### config.mk
export PLATFORM = sky130hd
export DESIGN_NAME = idle_sleep_governor
export DESIGN_NICKNAME = d
export VERILOG_FILES = /design/src/rtl/sgov_pkg.sv /design/src/rtl/sgov_idle_tracker.sv /design/src/rtl/sgov_predictor.sv /design/src/rtl/sgov_stat_cnt.sv /design/src/rtl/sgov_policy.sv /design/src/rtl/idle_sleep_governor.sv
export SDC_FILE = /design/constraint.sdc
export NUM_CORES = 1
export LEC_CHECK = 0
export BUFFER_PORTS_ARGS = -buffer_cell sky130_fd_sc_hd__buf_2
export CAP_MARGIN = 20
export CORE_UTILIZATION = 35
export DETAILED_ROUTE_END_ITERATION = 10
export PLACE_DENSITY = 0.57
export SLEW_MARGIN = 30
export SYNTH_ARGS = -nofsm -noshare
export SYNTH_HDL_FRONTEND = slang
export SYNTH_HIERARCHICAL = 1
export SYNTH_SLANG_ARGS = --single-unit
### constraint.sdc
create_clock -name clk_i -period 5.8 [get_ports clk_i]
set_input_delay 1.16 -clock clk_i [delete_from_list [all_inputs] [get_ports clk_i]]
set_output_delay 1.16 -clock clk_i [all_outputs]
set_load 0.02 [all_outputs]
### src/rtl/sgov_pkg.sv
package sgov_pkg;
  typedef enum logic [1:0] {
    POL_IMM  = 2'b00,
    POL_TMO  = 2'b01,
    POL_PRED = 2'b10,
    POL_OFF  = 2'b11
  } policy_e;
endpackage

### src/rtl/sgov_idle_tracker.sv
module sgov_idle_tracker #(
  parameter int CNT_W = 16
) (
  input  logic             clk_i,
  input  logic             rst_ni,
  input  logic             busy_i,
  output logic [CNT_W-1:0] idle_cnt_o,
  output logic             period_end_o,
  output logic [CNT_W-1:0] period_len_o
);
  localparam logic [CNT_W-1:0] CntMax = {CNT_W{1'b1}};

  logic [CNT_W-1:0] cnt_q;

  always_ff @(posedge clk_i or negedge rst_ni) begin
    if (!rst_ni)             cnt_q <= '0;
    else if (busy_i)         cnt_q <= '0;
    else if (cnt_q != CntMax) cnt_q <= cnt_q + 1'b1;
  end

  assign idle_cnt_o   = cnt_q;
  assign period_end_o = busy_i && (cnt_q != '0);
  assign period_len_o = cnt_q;
endmodule

### src/rtl/sgov_predictor.sv
module sgov_predictor #(
  parameter int CNT_W = 16,
  parameter int SHIFT = 3
) (
  input  logic             clk_i,
  input  logic             rst_ni,
  input  logic             upd_i,
  input  logic [CNT_W-1:0] len_i,
  output logic [CNT_W-1:0] pred_o
);
  logic [CNT_W-1:0] pred_q;
  logic [CNT_W-1:0] pred_d;

  // the decayed part never exceeds max - max/2^SHIFT, so no overflow
  always_comb pred_d = pred_q - (pred_q >> SHIFT) + (len_i >> SHIFT);

  always_ff @(posedge clk_i or negedge rst_ni) begin
    if (!rst_ni)    pred_q <= '0;
    else if (upd_i) pred_q <= pred_d;
  end

  assign pred_o = pred_q;
endmodule

### src/rtl/sgov_stat_cnt.sv
module sgov_stat_cnt #(
  parameter int W = 16
) (
  input  logic         clk_i,
  input  logic         rst_ni,
  input  logic         inc_i,
  output logic [W-1:0] cnt_o
);
  localparam logic [W-1:0] Max = {W{1'b1}};

  logic [W-1:0] cnt_q;

  always_ff @(posedge clk_i or negedge rst_ni) begin
    if (!rst_ni)                   cnt_q <= '0;
    else if (inc_i && cnt_q != Max) cnt_q <= cnt_q + 1'b1;
  end

  assign cnt_o = cnt_q;
endmodule

### src/rtl/sgov_policy.sv
module sgov_policy
  import sgov_pkg::*;
#(
  parameter int CMP_W = 17
) (
  input  logic             busy_i,
  input  policy_e          policy_i,
  input  logic [CMP_W-1:0] idle_cnt_i,
  input  logic [CMP_W-1:0] timeout_i,
  input  logic [CMP_W-1:0] pred_i,
  input  logic [CMP_W-1:0] brk_even_i,
  output logic             req_o
);
  logic allow;

  always_comb begin
    unique case (policy_i)
      POL_IMM:  allow = 1'b1;
      POL_TMO:  allow = idle_cnt_i >= timeout_i;
      POL_PRED: allow = pred_i > brk_even_i;
      default:  allow = 1'b0;
    endcase
  end

  assign req_o = allow && !busy_i;
endmodule

### src/rtl/idle_sleep_governor.sv
module idle_sleep_governor
  import sgov_pkg::*;
#(
  parameter int CNT_W      = 16,
  parameter int TR_W       = 12,
  parameter int STAT_W     = 16,
  parameter int PRED_SHIFT = 3
) (
  input  logic              clk_i,
  input  logic              rst_ni,
  input  logic              busy_i,
  input  logic [1:0]        policy_i,
  input  logic [CNT_W-1:0]  timeout_i,
  input  logic [TR_W-1:0]   t_enter_i,
  input  logic [TR_W-1:0]   t_exit_i,
  output logic              sleep_req_o,
  output logic [CNT_W-1:0]  idle_cnt_o,
  output logic [CNT_W-1:0]  pred_o,
  output logic [STAT_W-1:0] long_cnt_o,
  output logic [STAT_W-1:0] period_cnt_o
);
  localparam int BE_W  = TR_W + 1;
  localparam int CMP_W = (CNT_W > BE_W) ? CNT_W : BE_W;
  localparam int NSTAT = 2;

  logic [CNT_W-1:0]  idle_cnt;
  logic              period_end;
  logic [CNT_W-1:0]  period_len;
  logic [CNT_W-1:0]  pred;
  logic [CMP_W-1:0]  brk_even;
  logic              is_long;
  logic [NSTAT-1:0]  stat_inc;
  logic [STAT_W-1:0] stat_cnt [NSTAT];

  // break-even: entry cost plus exit cost
  assign brk_even = CMP_W'(t_enter_i) + CMP_W'(t_exit_i);
  assign is_long  = CMP_W'(period_len) > brk_even;

  sgov_idle_tracker #(.CNT_W(CNT_W)) u_track (
    .clk_i       (clk_i),
    .rst_ni      (rst_ni),
    .busy_i      (busy_i),
    .idle_cnt_o  (idle_cnt),
    .period_end_o(period_end),
    .period_len_o(period_len)
  );

  sgov_predictor #(.CNT_W(CNT_W), .SHIFT(PRED_SHIFT)) u_pred (
    .clk_i (clk_i),
    .rst_ni(rst_ni),
    .upd_i (period_end),
    .len_i (period_len),
    .pred_o(pred)
  );

  sgov_policy #(.CMP_W(CMP_W)) u_pol (
    .busy_i    (busy_i),
    .policy_i  (policy_e'(policy_i)),
    .idle_cnt_i(CMP_W'(idle_cnt)),
    .timeout_i (CMP_W'(timeout_i)),
    .pred_i    (CMP_W'(pred)),
    .brk_even_i(brk_even),
    .req_o     (sleep_req_o)
  );

  // slot 0: every ended period, slot 1: periods beyond break-even
  assign stat_inc[0] = period_end;
  assign stat_inc[1] = period_end && is_long;

  for (genvar g = 0; g < NSTAT; g++) begin : g_stat
    sgov_stat_cnt #(.W(STAT_W)) u_cnt (
      .clk_i (clk_i),
      .rst_ni(rst_ni),
      .inc_i (stat_inc[g]),
      .cnt_o (stat_cnt[g])
    );
  end

  assign idle_cnt_o   = idle_cnt;
  assign pred_o       = pred;
  assign period_cnt_o = stat_cnt[0];
  assign long_cnt_o   = stat_cnt[1];
endmodule

==> results.json, run 1 <==
{
  "timing.final.max_slew_violations": 0,
  "status": "completed",
  "path_clk_slew_ns": 0.06,
  "p_leak_nw": 3.83,
  "cts_tree": "yes",
  "portBuffers": 109,
  "maxCapViolations": 0,
  "crit_start": "t_enter_i[0]",
  "slowest_stage": "fa_1",
  "vdd_drop_max_v": 0.000244,
  "cp_max_fo": 4,
  "power_density_nw_per_um2": 412,
  "antenna_found_initial": 1,
  "worstPathCellList": "buf_2 -> ha_1 -> inv_1 -> fa_1 -> nand2b_1 -> a21oi_2 -> nor2b_2 -> o21ai_2 -> a221o_1 -> inv_1 -> ha_1 -> nand4_1 -> or2_4 -> a211oi_2 -> nor4_1 -> a211oi_1 -> buf_2",
  "async_flop_share_pct": 100,
  "vias": 5486,
  "slowest_delay_ns": 0.39,
  "min_path_type": "reg2reg",
  "cts-root-buf": "clkbuf_16",
  "hp-start": "g_stat[0].u_cnt/cnt_o[15]",
  "die_y_um": 138,
  "yosysTopAreaCell": "dfrtp_1",
  "wire_per_inst_um": 15.9,
  "worst_setup_path_start_kind": "input pin",
  "finClkSkew_ns": 0.00965,
  "synthTopCellsByArea": "dfrtp_1, ha_1, inv_1",
  "fin_crit_ns": 5.41,
  "dp_hpwl_um": 12900,
  "syn_inst": 716,
  "ys_ff_latch": 64,
  "yosysSeqAreaShare_pct": 24.8,
  "dr.pass1.iters": 4,
  "syn_to_final_growth_pct": 14.8,
  "netlist_area_um2": 6460,
  "worstSkewPairLatency_ns": 0.33,
  "netlist_top_cells_count": "inv_1, ha_1, dfrtp_1",
  "max_freq_mhz": 185,
  "h-tree-depth": 3,
  "r2r_start": "u_track/idle_cnt_o[5]",
  "finalPower_mw": 3.06,
  "cts-buffers-inserted": 9,
  "drt_iter0_markers": 247,
  "synth.distinct_cells": 81,
  "yosys_warnings": 6,
  "dieArea_um2": 19000,
  "finalHoldViolations": 0,
  "ctsHoldBuffers": 0,
  "worstSetupPathType": "in2out",
  "critPathCaptureType": "output port",
  "cts_resized": 0,
  "yosysMostFrequentCell": "inv_1",
  "setup_viol": 0,
  "drive_gt1_share_pct": 21.8,
  "clock_sinks": 64,
  "drt_wl_total_um": 16700,
  "grt_pass1_wl_um": 27800,
  "synth_edf_count": 0,
  "nets": 947,
  "ios": 110,
  "cts_setup_buffers": 0,
  "arrival_ns": 4.25,
  "ys.flop_type": "dfrtp_1",
  "required_ns": 4.64,
  "synth.avg_cell_area_um2": 9.03,
  "gp_congestion": 0.820,
  "viasPerCell": 5.25,
  "grt_max_degree": 65,
  "antenna_left": 0,
  "fin_crit_sh_pct": 93.3,
  "rsz0062_at_grt": "false",
  "cts_buffer_depth": 2,
  "grt_pass1_vias": 5391,
  "fp.dieW_um": 138,
  "worst_pin_slew_ns": 0.636,
  "initial_core_util_pct": 35.9,
  "drc_errors": 0,
  "grtUsageTotal_pct": 18.9,
  "max-slew-margin-rel_pct": 57.3,
  "tns_ns": 0,
  "rows": 49,
  "num_antenna_cells": 0,
  "core_area_um2": 18000,
  "yosysTopAreaCellShare_pct": 24.8,
  "gr-total-overflow": 0
}
registers in the layout (all words and copies together), names as in the netlist:
register,cells
u_pred/pred_o,16
g_stat.u_cnt/cnt_o,32
u_track/idle_cnt_o,16
critical path: cells and delay by family:
kind	cells	cell delay, ns
buffers and inverters	4	0.43
AND/OR/NAND/NOR	5	0.72
AO/OA/AOI/OAI	5	1.07
adder cells (fa/ha/maj)	3	0.85
per-layer routing:
metal  vias to the layer above  share of wire (%)  global-route usage [%]
met3                        11                4.9                    3.62
met5                         -                  0                       0
met4                         0               0.86                    3.56
met1                      2619                 47                    25.5
li1                       2738                  -                       -
met2                       118                 47                    31.3
placed cells by master, fill, tap and decap left out, types with 17 or more instances in the layout:
cell type  count
nand2_1       43
dfrtp_1       64
inv_1        108
a21oi_1       44
nand4_1       27
xnor2_1       24
nand3_1       23
nor2_1        29
o21ai_0       17
buf_2        109
ha_1          77
cells by family (layout without fill, tap and decap cells):
logic type | Yosys count | after routing | synth area share, %
compound gates | 166 | 166 | 18.0
buf+inv | 138 | 236 | 9.53
fa+ha+maj | 91 | 91 | 19.2
mux | 16 | 16 | 2.65
xor+xnor | 36 | 36 | 4.88
simple gates | 204 | 204 | 20.8
flops | 64 | 64 | 24.8
other cells | 1 | 3 | 0.0580
path summary, 6_finish.rpt:
path | slack, ns | endpoint | cells past startpoint
setup / recovery | 0.39 | sleep_req_o | 17
hold / removal | 0.52 | g_stat[0].u_cnt/cnt_o[15] | 1
setup reg to reg | 2.78 | u_pred/pred_o[13] | 10
hold reg to reg | 0.52 | g_stat[0].u_cnt/cnt_o[15] | 1
max in group asynchronous | 4.45 | g_stat[1].u_cnt/cnt_o[13] | 2
min in group asynchronous | 0.93 | g_stat[1].u_cnt/cnt_o[8] | 2
area by class of cell:
cell class                      count  area (µm²)
Timing Repair Buffer              112         572
Clock inverter                      5        56.3
Multi-Input combinational cell    516        4250
Fill cell                        1852       10600
Clock buffer                       11         243
Inverter                          108         405
Tap cell                          229         287
Sequential cell                    64        1600
metrics by stage:
step	cells	util, %	hold slack, ns	cell area (µm²)	worst slack, ns
after global placement	1029	39.5	0.509	7110	0.338
after CTS	1045	41.1	0.528	7410	0.317
after floorplan	718	-	0.606	6470	0.629
after detailed placement	1029	39.5	0.518	7110	0.321
after global routing	1045	41.1	0.549	7420	0.0776
final	1045	41.1	0.523	7420	0.390
power by group:
| part | total (mW) | switching [mW] | internal [mW] |
|---|---|---|---|
| sequential | 0.702 | 0.168 | 0.533 |
| combinational | 1.81 | 1.07 | 0.735 |
| clock | 0.546 | 0.202 | 0.344 |
| total | 3.06 | 1.45 | 1.61 |
Note: power is estimated with default switching activity, not from simulation.
==> inputs of run 2 (changes only) <==
CORE_UTILIZATION = 46   (was 35)
PLACE_DENSITY = 0.7   (was 0.57)
REMOVE_ABC_BUFFERS = 1   (was unset)
==> run 2 against run 1 <==
Clock skew grew 0.0010 ns. Core utilization rose by 13 points. Combinational power about the same. Worst hold slack got worse by 0.0091 ns. Sequential power is 2% lower. Design area fell by 0.94%. First-iteration DRC count is 6.1% higher. Largest power group unchanged.
==> results.json, run 2 (same netlist as run 1, synthesis figures left out) <==
{
  "drc_errors": 0,
  "viasPerCell": 5.60,
  "largest_reg_flops": 32,
  "cts_setup_buffers": 0,
  "dr.pass1.iters": 5,
  "fin_crit_ns": 5.38,
  "die_y_um": 121,
  "h-tree-depth": 3,
  "cts-buffers-inserted": 9,
  "max-slew-margin-rel_pct": 44.7,
  "clock_sinks": 64,
  "gp_congestion": 0.890,
  "min_path_type": "reg2reg",
  "grt_max_degree": 65,
  "cp_max_fo": 4,
  "rows": 42,
  "fin_crit_sh_pct": 92.7,
  "cts-root-buf": "clkbuf_16",
  "drive_gt1_share_pct": 21.8,
  "dpl_cell_area_um2": 7050,
  "rsz0062_at_grt": "false",
  "vias": 5552,
  "worstPathCellList": "buf_2 -> ha_1 -> inv_1 -> fa_1 -> nand2b_1 -> a21oi_2 -> nor2b_2 -> o21ai_2 -> a221o_1 -> inv_1 -> ha_1 -> nand4_1 -> or2_4 -> a211oi_2 -> nor4_1 -> a211oi_1 -> buf_2",
  "finClkSkew_ns": 0.0107,
  "fill_cells": 1251,
  "gr-total-overflow": 0,
  "max_freq_mhz": 186,
  "num_antenna_cells": 0,
  "cts_resized": 0,
  "syn_to_final_growth_pct": 13.7,
  "grt_pass1_wl_um": 25600,
  "status": "completed",
  "fp.dieW_um": 121,
  "worstSetupPathType": "in2out",
  "antenna_found_initial": 0,
  "finalInstanceArea_um2": 7350,
  "dp_hpwl_um": 11500,
  "initial_core_util_pct": 48.0,
  "arrival_ns": 4.22,
  "timing.final.max_slew_violations": 0,
  "p_leak_nw": 3.83,
  "antenna_left": 0,
  "finalHoldViolations": 0,
  "slowest_delay_ns": 0.39,
  "cts_buffer_depth": 2,
  "worst_setup_path_start_kind": "input pin",
  "tns_ns": 0,
  "required_ns": 4.64,
  "final_common_cell": "buf_2",
  "maxCapViolations": 0,
  "slowest_stage": "fa_1",
  "portBuffers": 109,
  "vdd_drop_max_v": 0.000282,
  "critPathCaptureType": "output port",
  "worstSkewPairLatency_ns": 0.34,
  "worst_pin_slew_ns": 0.830,
  "wire_per_inst_um": 15.5,
  "grt_pass1_vias": 5284,
  "ctsHoldBuffers": 0,
  "final_cell_mix": "buf_2, inv_1, ha_1",
  "finalPower_mw": 3.07,
  "ios": 110,
  "power_density_nw_per_um2": 417,
  "drt_wl_total_um": 15300,
  "cts_tree": "yes",
  "grtUsageTotal_pct": 22.2,
  "dieArea_um2": 14500,
  "nets": 947,
  "drt_iter0_markers": 262,
  "setup_viol": 0,
  "core_area_um2": 13500,
  "path_clk_slew_ns": 0.06
}
[run 2: cell counts in the layout (fill, tap and decap cells not counted)]
No cell type changed its count.
[run 2: layer usage]
metal,wire [µm],GRT usage (%),vias to the layer above
li1,-,-,2745
met1,7280,29.9,2606
met2,6790,35.7,177
met3,902,3.58,24
met4,375,8.72,0
met5,0,0,-
[run 2: worst max-delay path: cells and delay by family]
kind,cells,cell delay (ns)
AOI/OAI and AO/OA,5,1.06
buffers and inverters,4,0.40
and+or+nand+nor,5,0.75
adders and majority gates,3,0.84
[run 2: final timing paths]
kind	end	slack (ns)	start	depth (start not counted)
max	sleep_req_o	0.42	t_enter_i[0]	17
min in group asynchronous	g_stat[0].u_cnt/cnt_o[8]	1.02	rst_ni	2
max reg2reg	u_pred/pred_o[12]	2.67	u_track/idle_cnt_o[4]	9
max in group asynchronous	u_pred/pred_o[9]	4.25	rst_ni	2
min	g_stat[1].u_cnt/cnt_o[15]	0.51	g_stat[1].u_cnt/cnt_o[15]	1
min reg2reg	g_stat[1].u_cnt/cnt_o[15]	0.51	g_stat[1].u_cnt/cnt_o[15]	1
[run 2: area by class of cell]
type / instances / area, µm² / area share, %
Clock buffer: 11 / 243 / 3.30
Clock inverter: 5 / 56.3 / 0.766
Inverter: 108 / 405 / 5.52
Multi-Input combinational cell: 516 / 4250 / 57.9
Sequential cell: 64 / 1600 / 21.8
Tap cell: 176 / 220 / 3.00
Timing Repair Buffer: 112 / 568 / 7.73
[run 2: per-stage QoR]
| stage | utilization, % | worst slack (ns) | std cells | hold slack, ns |
|---|---|---|---|---|
| floorplan | - | 0.629 | 688 | 0.606 |
| global placement | 52.4 | 0.525 | 976 | 0.504 |
| detailed placement | 52.4 | 0.423 | 976 | 0.502 |
| CTS | 54.6 | 0.432 | 992 | 0.514 |
| global route | 54.6 | 0.205 | 992 | 0.538 |
| finish | 54.6 | 0.424 | 992 | 0.514 |
[run 2: power breakdown]
group	internal (mW)	leakage [nW]	switching (mW)	total (mW)
logic	0.741	2.83	1.09	1.83
clock network	0.344	0.145	0.205	0.549
registers	0.534	0.847	0.151	0.685
